[config.mk]
export PLATFORM = sky130hd
export DESIGN_NAME = eeprom_bus_front
export DESIGN_NICKNAME = d
export VERILOG_FILES = /design/src/rtl/ebf_pkg.sv /design/src/rtl/ebf_line_sync.sv /design/src/rtl/ebf_sel_match.sv /design/src/rtl/ebf_link_ctrl.sv /design/src/rtl/eeprom_bus_front.sv
export SDC_FILE = /design/constraint.sdc
export NUM_CORES = 1
export LEC_CHECK = 0
export BUFFER_PORTS_ARGS = -buffer_cell sky130_fd_sc_hd__buf_4
export CAP_MARGIN = 10
export CELL_PAD_IN_SITES_DETAIL_PLACEMENT = 2
export CELL_PAD_IN_SITES_GLOBAL_PLACEMENT = 2
export CORE_MARGIN = 3
export CORE_UTILIZATION = 36
export CTS_CLUSTER_DIAMETER = 150
export DETAILED_ROUTE_END_ITERATION = 12
export PLACE_DENSITY_LB_ADDON = 0.05
export SYNTH_ARGS = -nofsm -noshare
export SYNTH_HDL_FRONTEND = slang
export SYNTH_SLANG_ARGS = --single-unit
[constraint.sdc]
create_clock -name clk -period 2.1 [get_ports clk]
set_input_delay 0.315 -clock clk [delete_from_list [all_inputs] [get_ports clk]]
set_output_delay 0.315 -clock clk [all_outputs]
set_load 0.005 [all_outputs]
[src/rtl/ebf_pkg.sv]
package ebf_pkg;

   localparam logic [3:0] MEM_TYPE_ID = 4'b1010;
   localparam int unsigned BYTE_BITS = 8;

   typedef enum logic [2:0] {
      LK_IDLE,
      LK_SHIFT,
      LK_WAIT_FALL,
      LK_ACK,
      LK_READ
   } link_state_t;

   // Positions of the select byte (bits 3..1) that carry address bits.
   function automatic logic [2:0] addr_mask_for(input int kbit);
      case (kbit)
         16:      return 3'b111;
         8:       return 3'b011;
         4:       return 3'b001;
         default: return 3'b000;
      endcase
   endfunction

   function automatic bit density_legal(input int kbit);
      return (kbit == 1) || (kbit == 2) || (kbit == 4) || (kbit == 8) || (kbit == 16);
   endfunction

endpackage

[src/rtl/ebf_line_sync.sv]
module ebf_line_sync #(
   parameter int SYNC_STAGES = 2
) (
   input  logic clk,
   input  logic rst_n,
   input  logic scl_pin,
   input  logic sda_pin,
   output logic sda_now,
   output logic scl_rise,
   output logic scl_fall,
   output logic start_det,
   output logic stop_det
);

   if (SYNC_STAGES < 2) begin : g_bad_stages
      $error("ebf_line_sync: SYNC_STAGES must be at least 2");
   end

   for (genvar s = 0; s < SYNC_STAGES; s++) begin : g_stage
      logic scl_q;
      logic sda_q;
      if (s == 0) begin : g_first
         always_ff @(posedge clk or negedge rst_n) begin
            if (!rst_n) begin
               scl_q <= 1'b1;
               sda_q <= 1'b1;
            end else begin
               scl_q <= scl_pin;
               sda_q <= sda_pin;
            end
         end
      end else begin : g_next
         always_ff @(posedge clk or negedge rst_n) begin
            if (!rst_n) begin
               scl_q <= 1'b1;
               sda_q <= 1'b1;
            end else begin
               scl_q <= g_stage[s-1].scl_q;
               sda_q <= g_stage[s-1].sda_q;
            end
         end
      end
   end

   logic scl_cur, scl_prev, sda_prev;
   assign scl_cur = g_stage[SYNC_STAGES-1].scl_q;
   assign sda_now = g_stage[SYNC_STAGES-1].sda_q;

   always_ff @(posedge clk or negedge rst_n) begin
      if (!rst_n) begin
         scl_prev <= 1'b1;
         sda_prev <= 1'b1;
      end else begin
         scl_prev <= scl_cur;
         sda_prev <= sda_now;
      end
   end

   assign scl_rise  = !scl_prev && scl_cur;
   assign scl_fall  = scl_prev && !scl_cur;
   assign start_det = scl_prev && scl_cur && sda_prev && !sda_now;
   assign stop_det  = scl_prev && scl_cur && !sda_prev && sda_now;

endmodule

[src/rtl/ebf_sel_match.sv]
module ebf_sel_match #(
   parameter int DENSITY_KBIT = 2
) (
   input  logic [7:1] sel_field,
   input  logic [2:0] ce_pins,
   output logic       sel_hit,
   output logic [2:0] sel_addr
);

   localparam logic [2:0] ADDR_MASK = ebf_pkg::addr_mask_for(DENSITY_KBIT);

   logic [2:0] ce_mismatch;

   assign ce_mismatch = (sel_field[3:1] ^ ce_pins) & ~ADDR_MASK;
   assign sel_addr    = sel_field[3:1] & ADDR_MASK;
   assign sel_hit     = (sel_field[7:4] == ebf_pkg::MEM_TYPE_ID) && (ce_mismatch == 3'b000);

endmodule

[src/rtl/ebf_link_ctrl.sv]
module ebf_link_ctrl
   import ebf_pkg::*;
(
   input  logic       clk,
   input  logic       rst_n,
   input  logic       sda_now,
   input  logic       scl_rise,
   input  logic       scl_fall,
   input  logic       start_ev,
   input  logic       stop_ev,
   input  logic       busy,
   input  logic       sel_hit,
   input  logic [2:0] sel_addr,
   output logic [7:1] sel_field,
   output logic       sda_oe,
   output logic [7:0] rx_byte,
   output logic       rx_strobe,
   output logic       rw_flag,
   output logic [2:0] addr_hi,
   output logic       dev_selected
);

   localparam int CNT_W = $clog2(BYTE_BITS);
   localparam logic [CNT_W-1:0] LAST_BIT = CNT_W'(BYTE_BITS - 1);

   link_state_t          state;
   logic [CNT_W-1:0]     bit_cnt;
   logic [BYTE_BITS-2:0] shreg;
   logic                 in_select;
   logic [BYTE_BITS-1:0] assembled;

   assign assembled = {shreg, sda_now};
   assign sel_field = assembled[7:1];

   always_ff @(posedge clk or negedge rst_n) begin
      if (!rst_n) begin
         state        <= LK_IDLE;
         bit_cnt      <= '0;
         shreg        <= '0;
         in_select    <= 1'b0;
         sda_oe       <= 1'b0;
         rx_byte      <= '0;
         rx_strobe    <= 1'b0;
         rw_flag      <= 1'b0;
         addr_hi      <= '0;
         dev_selected <= 1'b0;
      end else begin
         rx_strobe <= 1'b0;
         if (busy) begin
            state        <= LK_IDLE;
            sda_oe       <= 1'b0;
            dev_selected <= 1'b0;
         end else if (start_ev) begin
            state        <= LK_SHIFT;
            bit_cnt      <= '0;
            in_select    <= 1'b1;
            sda_oe       <= 1'b0;
            dev_selected <= 1'b0;
         end else if (stop_ev) begin
            state        <= LK_IDLE;
            sda_oe       <= 1'b0;
            dev_selected <= 1'b0;
         end else begin
            case (state)
               LK_SHIFT: begin
                  if (scl_rise) begin
                     shreg <= assembled[BYTE_BITS-2:0];
                     if (bit_cnt == LAST_BIT) begin
                        bit_cnt <= '0;
                        if (!in_select || sel_hit) begin
                           rx_byte   <= assembled;
                           rx_strobe <= 1'b1;
                           state     <= LK_WAIT_FALL;
                           if (in_select) begin
                              dev_selected <= 1'b1;
                              rw_flag      <= assembled[0];
                              addr_hi      <= sel_addr;
                           end
                        end else begin
                           state <= LK_IDLE;
                        end
                     end else begin
                        bit_cnt <= bit_cnt + 1'b1;
                     end
                  end
               end
               LK_WAIT_FALL: begin
                  if (scl_fall) begin
                     sda_oe <= 1'b1;
                     state  <= LK_ACK;
                  end
               end
               LK_ACK: begin
                  if (scl_fall) begin
                     sda_oe    <= 1'b0;
                     in_select <= 1'b0;
                     state     <= rw_flag ? LK_READ : LK_SHIFT;
                  end
               end
               default: ;
            endcase
         end
      end
   end

endmodule

[src/rtl/eeprom_bus_front.sv]
module eeprom_bus_front #(
   parameter int DENSITY_KBIT = 2,
   parameter int SYNC_STAGES  = 2
) (
   input  logic       clk,
   input  logic       rst_n,
   input  logic       scl_in,
   input  logic       sda_in,
   input  logic [2:0] ce_pins,
   input  logic       write_busy,
   output logic       sda_oe,
   output logic [7:0] rx_byte,
   output logic       rx_strobe,
   output logic       rw_flag,
   output logic [2:0] addr_hi,
   output logic       dev_selected,
   output logic       start_pulse,
   output logic       stop_pulse
);

   if (!ebf_pkg::density_legal(DENSITY_KBIT)) begin : g_bad_density
      $error("eeprom_bus_front: DENSITY_KBIT must be 1, 2, 4, 8 or 16");
   end

   logic       sda_now, scl_rise, scl_fall, start_det, stop_det;
   logic       start_ev, stop_ev;
   logic       sel_hit;
   logic [2:0] sel_addr;
   logic [7:1] sel_field;

   ebf_line_sync #(.SYNC_STAGES(SYNC_STAGES)) u_sync (
      .clk       (clk),
      .rst_n     (rst_n),
      .scl_pin   (scl_in),
      .sda_pin   (sda_in),
      .sda_now   (sda_now),
      .scl_rise  (scl_rise),
      .scl_fall  (scl_fall),
      .start_det (start_det),
      .stop_det  (stop_det)
   );

   assign start_ev = start_det && !write_busy;
   assign stop_ev  = stop_det && !write_busy;

   ebf_sel_match #(.DENSITY_KBIT(DENSITY_KBIT)) u_match (
      .sel_field (sel_field),
      .ce_pins   (ce_pins),
      .sel_hit   (sel_hit),
      .sel_addr  (sel_addr)
   );

   ebf_link_ctrl u_ctrl (
      .clk          (clk),
      .rst_n        (rst_n),
      .sda_now      (sda_now),
      .scl_rise     (scl_rise),
      .scl_fall     (scl_fall),
      .start_ev     (start_ev),
      .stop_ev      (stop_ev),
      .busy         (write_busy),
      .sel_hit      (sel_hit),
      .sel_addr     (sel_addr),
      .sel_field    (sel_field),
      .sda_oe       (sda_oe),
      .rx_byte      (rx_byte),
      .rx_strobe    (rx_strobe),
      .rw_flag      (rw_flag),
      .addr_hi      (addr_hi),
      .dev_selected (dev_selected)
   );

   always_ff @(posedge clk or negedge rst_n) begin
      if (!rst_n) begin
         start_pulse <= 1'b0;
         stop_pulse  <= 1'b0;
      end else begin
         start_pulse <= start_ev;
         stop_pulse  <= stop_ev;
      end
   end

endmodule

==> impl.org <==
** Global route
- First-pass GRT wire length :: 4.92 mm
- met2 is the most crowded layer.
- Global routing consumed, on the met1 layer, 18.9% of the routing resources.
- Overall global routing resource usage :: 14.5%
- Grt met2 use :: 22.5%
- Total congestion overflow after global routing :: 0
- Maximum number of pins on one net before global-route repair :: 35
- Number of antenna violations at the first check in global routing :: 0
- Met3 demand-to-capacity share in global routing :: 5.02%
- Vias in the first global route :: roughly 1,100

** Worst setup path
- Max Fanout on Critical Path :: 5
- By startpoint and endpoint, the worst setup path is classified as flip-flop to flip-flop.
- The worst register-to-register path begins at u_ctrl.state[1]$_DFFE_PN0P_.
- STA classifies the critical path endpoint as a flip-flop.
- Crit path required time :: 2.26 ns
- Setup slack on the worst reg-to-reg path comes out at about 0.30 ns.
- Data on the critical path arrives at its endpoint at 1.96 ns.
- Destination of the worst register-to-register timing path :: u_ctrl.rw_flag$_DFFE_PN0P_
- Critical path endpoint :: u_ctrl.rw_flag$_DFFE_PN0P_
- Counting cells, the worst reg-to-reg path comes to 4.
- Critical Path Start :: u_ctrl.state[1]$_DFFE_PN0P_
- The worst setup path is launched from a flip-flop.

** Routing
- After detailed routing, the number of remaining DRC violations is 0.
- The first routing iteration left 34 violations.
- Wire per inst :: 16.1 um
- The detail route stage leaves a number of antenna-violating nets equal to 0.
- The first detailed-routing pass took 3 iterations.
- Total via count in the routed design :: 938
- Drt total wl :: around 3.0 mm
- Detail-routed via count per cell :: ~5.0

** Clocking
- CTS buffer count :: 5
- Total number of H-tree levels :: 2
- Counting along the longest clock path gives a buffer depth of 2.
- Clock tree synthesis selected as its root buffer the cell sky130_fd_sc_hd__clkbuf_8.
- Post-CTS Resized :: 0
- Setup repair bufs after CTS :: 0
- For the worst-skew pair, the clock arrives at the later sink with an insertion delay of 0.29 ns.
- TritonCTS built the clock tree.
- Hold-fix buffers at CTS :: 1
- Clock sinks :: 34
- After clock tree synthesis, the clock-pin slew on the worst setup and hold paths is roughly 0.06 ns.

** Timing
- The worst path in the final design needs a cycle of around 1.8 ns, including I/O delays and setup.
- Worst setup skew after layout :: 0.0119 ns
- Total negative slack :: 0 ns
- Pins Over Slew Limit :: 0
- Setup repair after global routing left no endpoint under its margin.
- Max Freq :: 0.557 GHz
- Worst setup slack after layout :: 0.303 ns
- Period utilisation layout :: 85.6%
- Setup violations remaining at the end of the flow were counted as 0.
- The number of hold violations in the final report is 0.

** Placed design
- Final RePlAce weighted congestion :: 0.830
- DP Wirelength :: 2.22 mm
- Pre-CTS setup slack :: 0.308 ns
- Port buffering added 21 buffers.

** Power
- Across the VDD grid, the largest voltage drop is 0.325 mV.
- Summed over all cells, the static leakage comes to 0.855 nW.
- Cell area power density :: between 700 and 800 nW/um^2

** Cells and area
- Relative to the synthesized area, the layout overhead comes to 21.6%.
- Layout cell share with drive strength beyond 1 :: 34.5%
- Final net count :: 148
- Filler Cells Inserted :: 411
- The number of antenna diodes in the final layout is 0.

** Floorplanning
- Area enclosed by the die boundary :: 4730 um^2
- From left edge to right edge, the die measures approximately 69 um.
- For this design the top-level I/O count stands at 25.
- Count of standard-cell rows :: 22
- Die outline height :: about 70 um
- The initial utilization of the core area, before any placement, comes to 37.9%.
- In this run the standard cell core region covers roughly 3700 um^2.

** Synth
- Post-Syn Area per Cell :: roughly 13 um^2
- For this run, the register share of the synthesized area comes to 60.4%.
- For this run, the number of Yosys warnings is 0.
- Unique masters post-synth :: 34
- Flop and latch count out of synthesis :: 34
- Summing every instance area after synthesis gives approximately 1400 um^2.
- Post-Syn Instances :: between 100 and 150

** Outcome
- The run finished with clean final reports.

** Flow run
- Reported max-cap violation count :: 0

** Min path
- The tightest min-delay check is of the input pin to flip-flop type.
## metrics by stage
step	hold slack [ns]	instances	utilization [%]	area [um^2]	power, mW
final	0.142	187	46.1	1730	1.27
after global routing	0.126	187	46.1	1730	1.35
after CTS	0.126	187	46.1	1730	1.30
after detailed placement	0.289	178	43.6	1630	0.835
after global placement	0.285	178	43.6	1630	0.827
after floorplan	0.0194	112	-	1430	0.789
## cells by family after synthesis
logic type               share of synthesized area, %
other                                           0.264
multiplexers                                     7.93
AND/OR/NAND/NOR                                  11.5
buffers and inverters                            3.96
flip-flops                                       60.4
XOR/XNOR                                         2.47
adder cells (fa/ha/maj)                          1.76
AO/OA/AOI/OAI                                    11.6
## sequential cells by signal, indices dropped and copies added (netlist names)
signal / cells
u_sync.scl_prev: 1
u_ctrl.state: 3
u_ctrl.dev_selected: 1
u_sync.g_stage.sda_q: 1
u_ctrl.bit_cnt: 3
u_sync.sda_now: 1
u_ctrl.in_select: 1
u_sync.g_stage.scl_q: 2
u_ctrl.rw_flag: 1
stop_pulse: 1
u_sync.sda_prev: 1
u_ctrl.rx_byte: 8
u_ctrl.sel_field: 7
u_ctrl.rx_strobe: 1
start_pulse: 1
u_ctrl.sda_oe: 1
## cell usage after synthesis
library cell | instances | share of area, %
sky130_fd_sc_hd__mux2_2 | 9 | 7.1
sky130_fd_sc_hd__inv_1 | 6 | 1.6
sky130_fd_sc_hd__a41o_1 | 1 | 0.70
sky130_fd_sc_hd__xnor2_1 | 3 | 1.9
sky130_fd_sc_hd__or3_1 | 1 | 0.44
sky130_fd_sc_hd__o31ai_1 | 1 | 0.53
sky130_fd_sc_hd__dfrtp_1 | 28 | 49
sky130_fd_sc_hd__a21o_1 | 2 | 1.1
sky130_fd_sc_hd__a22o_1 | 9 | 5.6
sky130_fd_sc_hd__xor2_1 | 1 | 0.62
sky130_fd_sc_hd__nand4b_1 | 1 | 0.62
sky130_fd_sc_hd__a31o_2 | 1 | 0.62
sky130_fd_sc_hd__conb_1 | 1 | 0.26
sky130_fd_sc_hd__nor2_1 | 2 | 0.53
sky130_fd_sc_hd__o21ai_0 | 3 | 1.1
sky130_fd_sc_hd__clkbuf_1 | 3 | 0.79
sky130_fd_sc_hd__and3b_1 | 1 | 0.62
sky130_fd_sc_hd__nor2b_1 | 2 | 0.88
sky130_fd_sc_hd__nor4b_4 | 1 | 1.7
sky130_fd_sc_hd__nand4_1 | 2 | 0.88
sky130_fd_sc_hd__dfstp_2 | 6 | 11
sky130_fd_sc_hd__nand2_1 | 6 | 1.6
sky130_fd_sc_hd__buf_4 | 3 | 1.6
sky130_fd_sc_hd__nor4bb_1 | 1 | 0.70
sky130_fd_sc_hd__mux2_1 | 1 | 0.79
sky130_fd_sc_hd__nor3b_1 | 1 | 0.53
sky130_fd_sc_hd__a41oi_1 | 1 | 0.62
sky130_fd_sc_hd__ha_1 | 2 | 1.8
sky130_fd_sc_hd__nand4bb_1 | 1 | 0.79
sky130_fd_sc_hd__nand3b_1 | 1 | 0.53
sky130_fd_sc_hd__a31oi_1 | 1 | 0.44
sky130_fd_sc_hd__nand3_1 | 3 | 1.1
sky130_fd_sc_hd__a21oi_1 | 3 | 1.1
sky130_fd_sc_hd__nor3_1 | 2 | 0.70
## where the power goes
| part | switching (mW) | internal, mW | total [mW] |
|---|---|---|---|
| clock network | 0.222 | 0.229 | 0.451 |
| registers | 0.0301 | 0.692 | 0.722 |
| logic | 0.0470 | 0.0513 | 0.0983 |
## routing by layer
layer	part of all wire (%)	wire (um)	up-vias
met5	0	0	-
met3	4.5	137	2
met4	0.20	6	0
li1	-	-	442
met1	47	1430	472
met2	48	1450	22
## how the worst min path moves through the flow
| stage | start | end | slack [ns] | cells after the start |
|---|---|---|---|---|
| floorplan | rst_n | start_pulse$_DFF_PN0_ | 0.02 | 0 |
| global placement | rst_n | u_ctrl.rx_strobe$_DFF_PN0_ | 0.28 | 1 |
| detailed placement | rst_n | u_ctrl.rx_strobe$_DFF_PN0_ | 0.29 | 1 |
| CTS | sda_in | u_sync.g_stage[0].sda_q$_DFF_PN1_ | 0.13 | 1 |
| global route | sda_in | u_sync.g_stage[0].sda_q$_DFF_PN1_ | 0.13 | 1 |
| finish | sda_in | u_sync.g_stage[0].sda_q$_DFF_PN1_ | 0.14 | 1 |
## critical path, stage by stage, from the launching register on
cell and delay (ns):
sky130_fd_sc_hd__dfrtp_1 0.44, sky130_fd_sc_hd__nor4b_4 0.37, sky130_fd_sc_hd__nand4b_1 0.19, sky130_fd_sc_hd__or3_1 0.36, sky130_fd_sc_hd__mux2_1 0.32
## placed cells by master (no fill, tap or decap), types with 3 or more instances in the layout
master and count:
sky130_fd_sc_hd__mux2_2 9, sky130_fd_sc_hd__dfstp_2 6, sky130_fd_sc_hd__o21ai_0 3, sky130_fd_sc_hd__a22o_1 9
sky130_fd_sc_hd__xnor2_1 3, sky130_fd_sc_hd__dfrtp_1 28, sky130_fd_sc_hd__conb_1 3, sky130_fd_sc_hd__a21oi_1 3
sky130_fd_sc_hd__buf_4 24, sky130_fd_sc_hd__inv_1 6, sky130_fd_sc_hd__nand2_1 6, sky130_fd_sc_hd__clkbuf_8 5
sky130_fd_sc_hd__nand3_1 3
## final cells by class
type	count	area [um^2]	area share [%]
Clock buffer	6	72.6	4.20
Sequential cell	34	858	49.7
Inverter	6	22.5	1.30
Tap cell	48	60.1	3.48
Timing Repair Buffer	25	190	11.0
Clock inverter	2	10.0	0.580
Multi-Input combinational cell	66	513	29.7
Power figures use the tool's default switching activity.
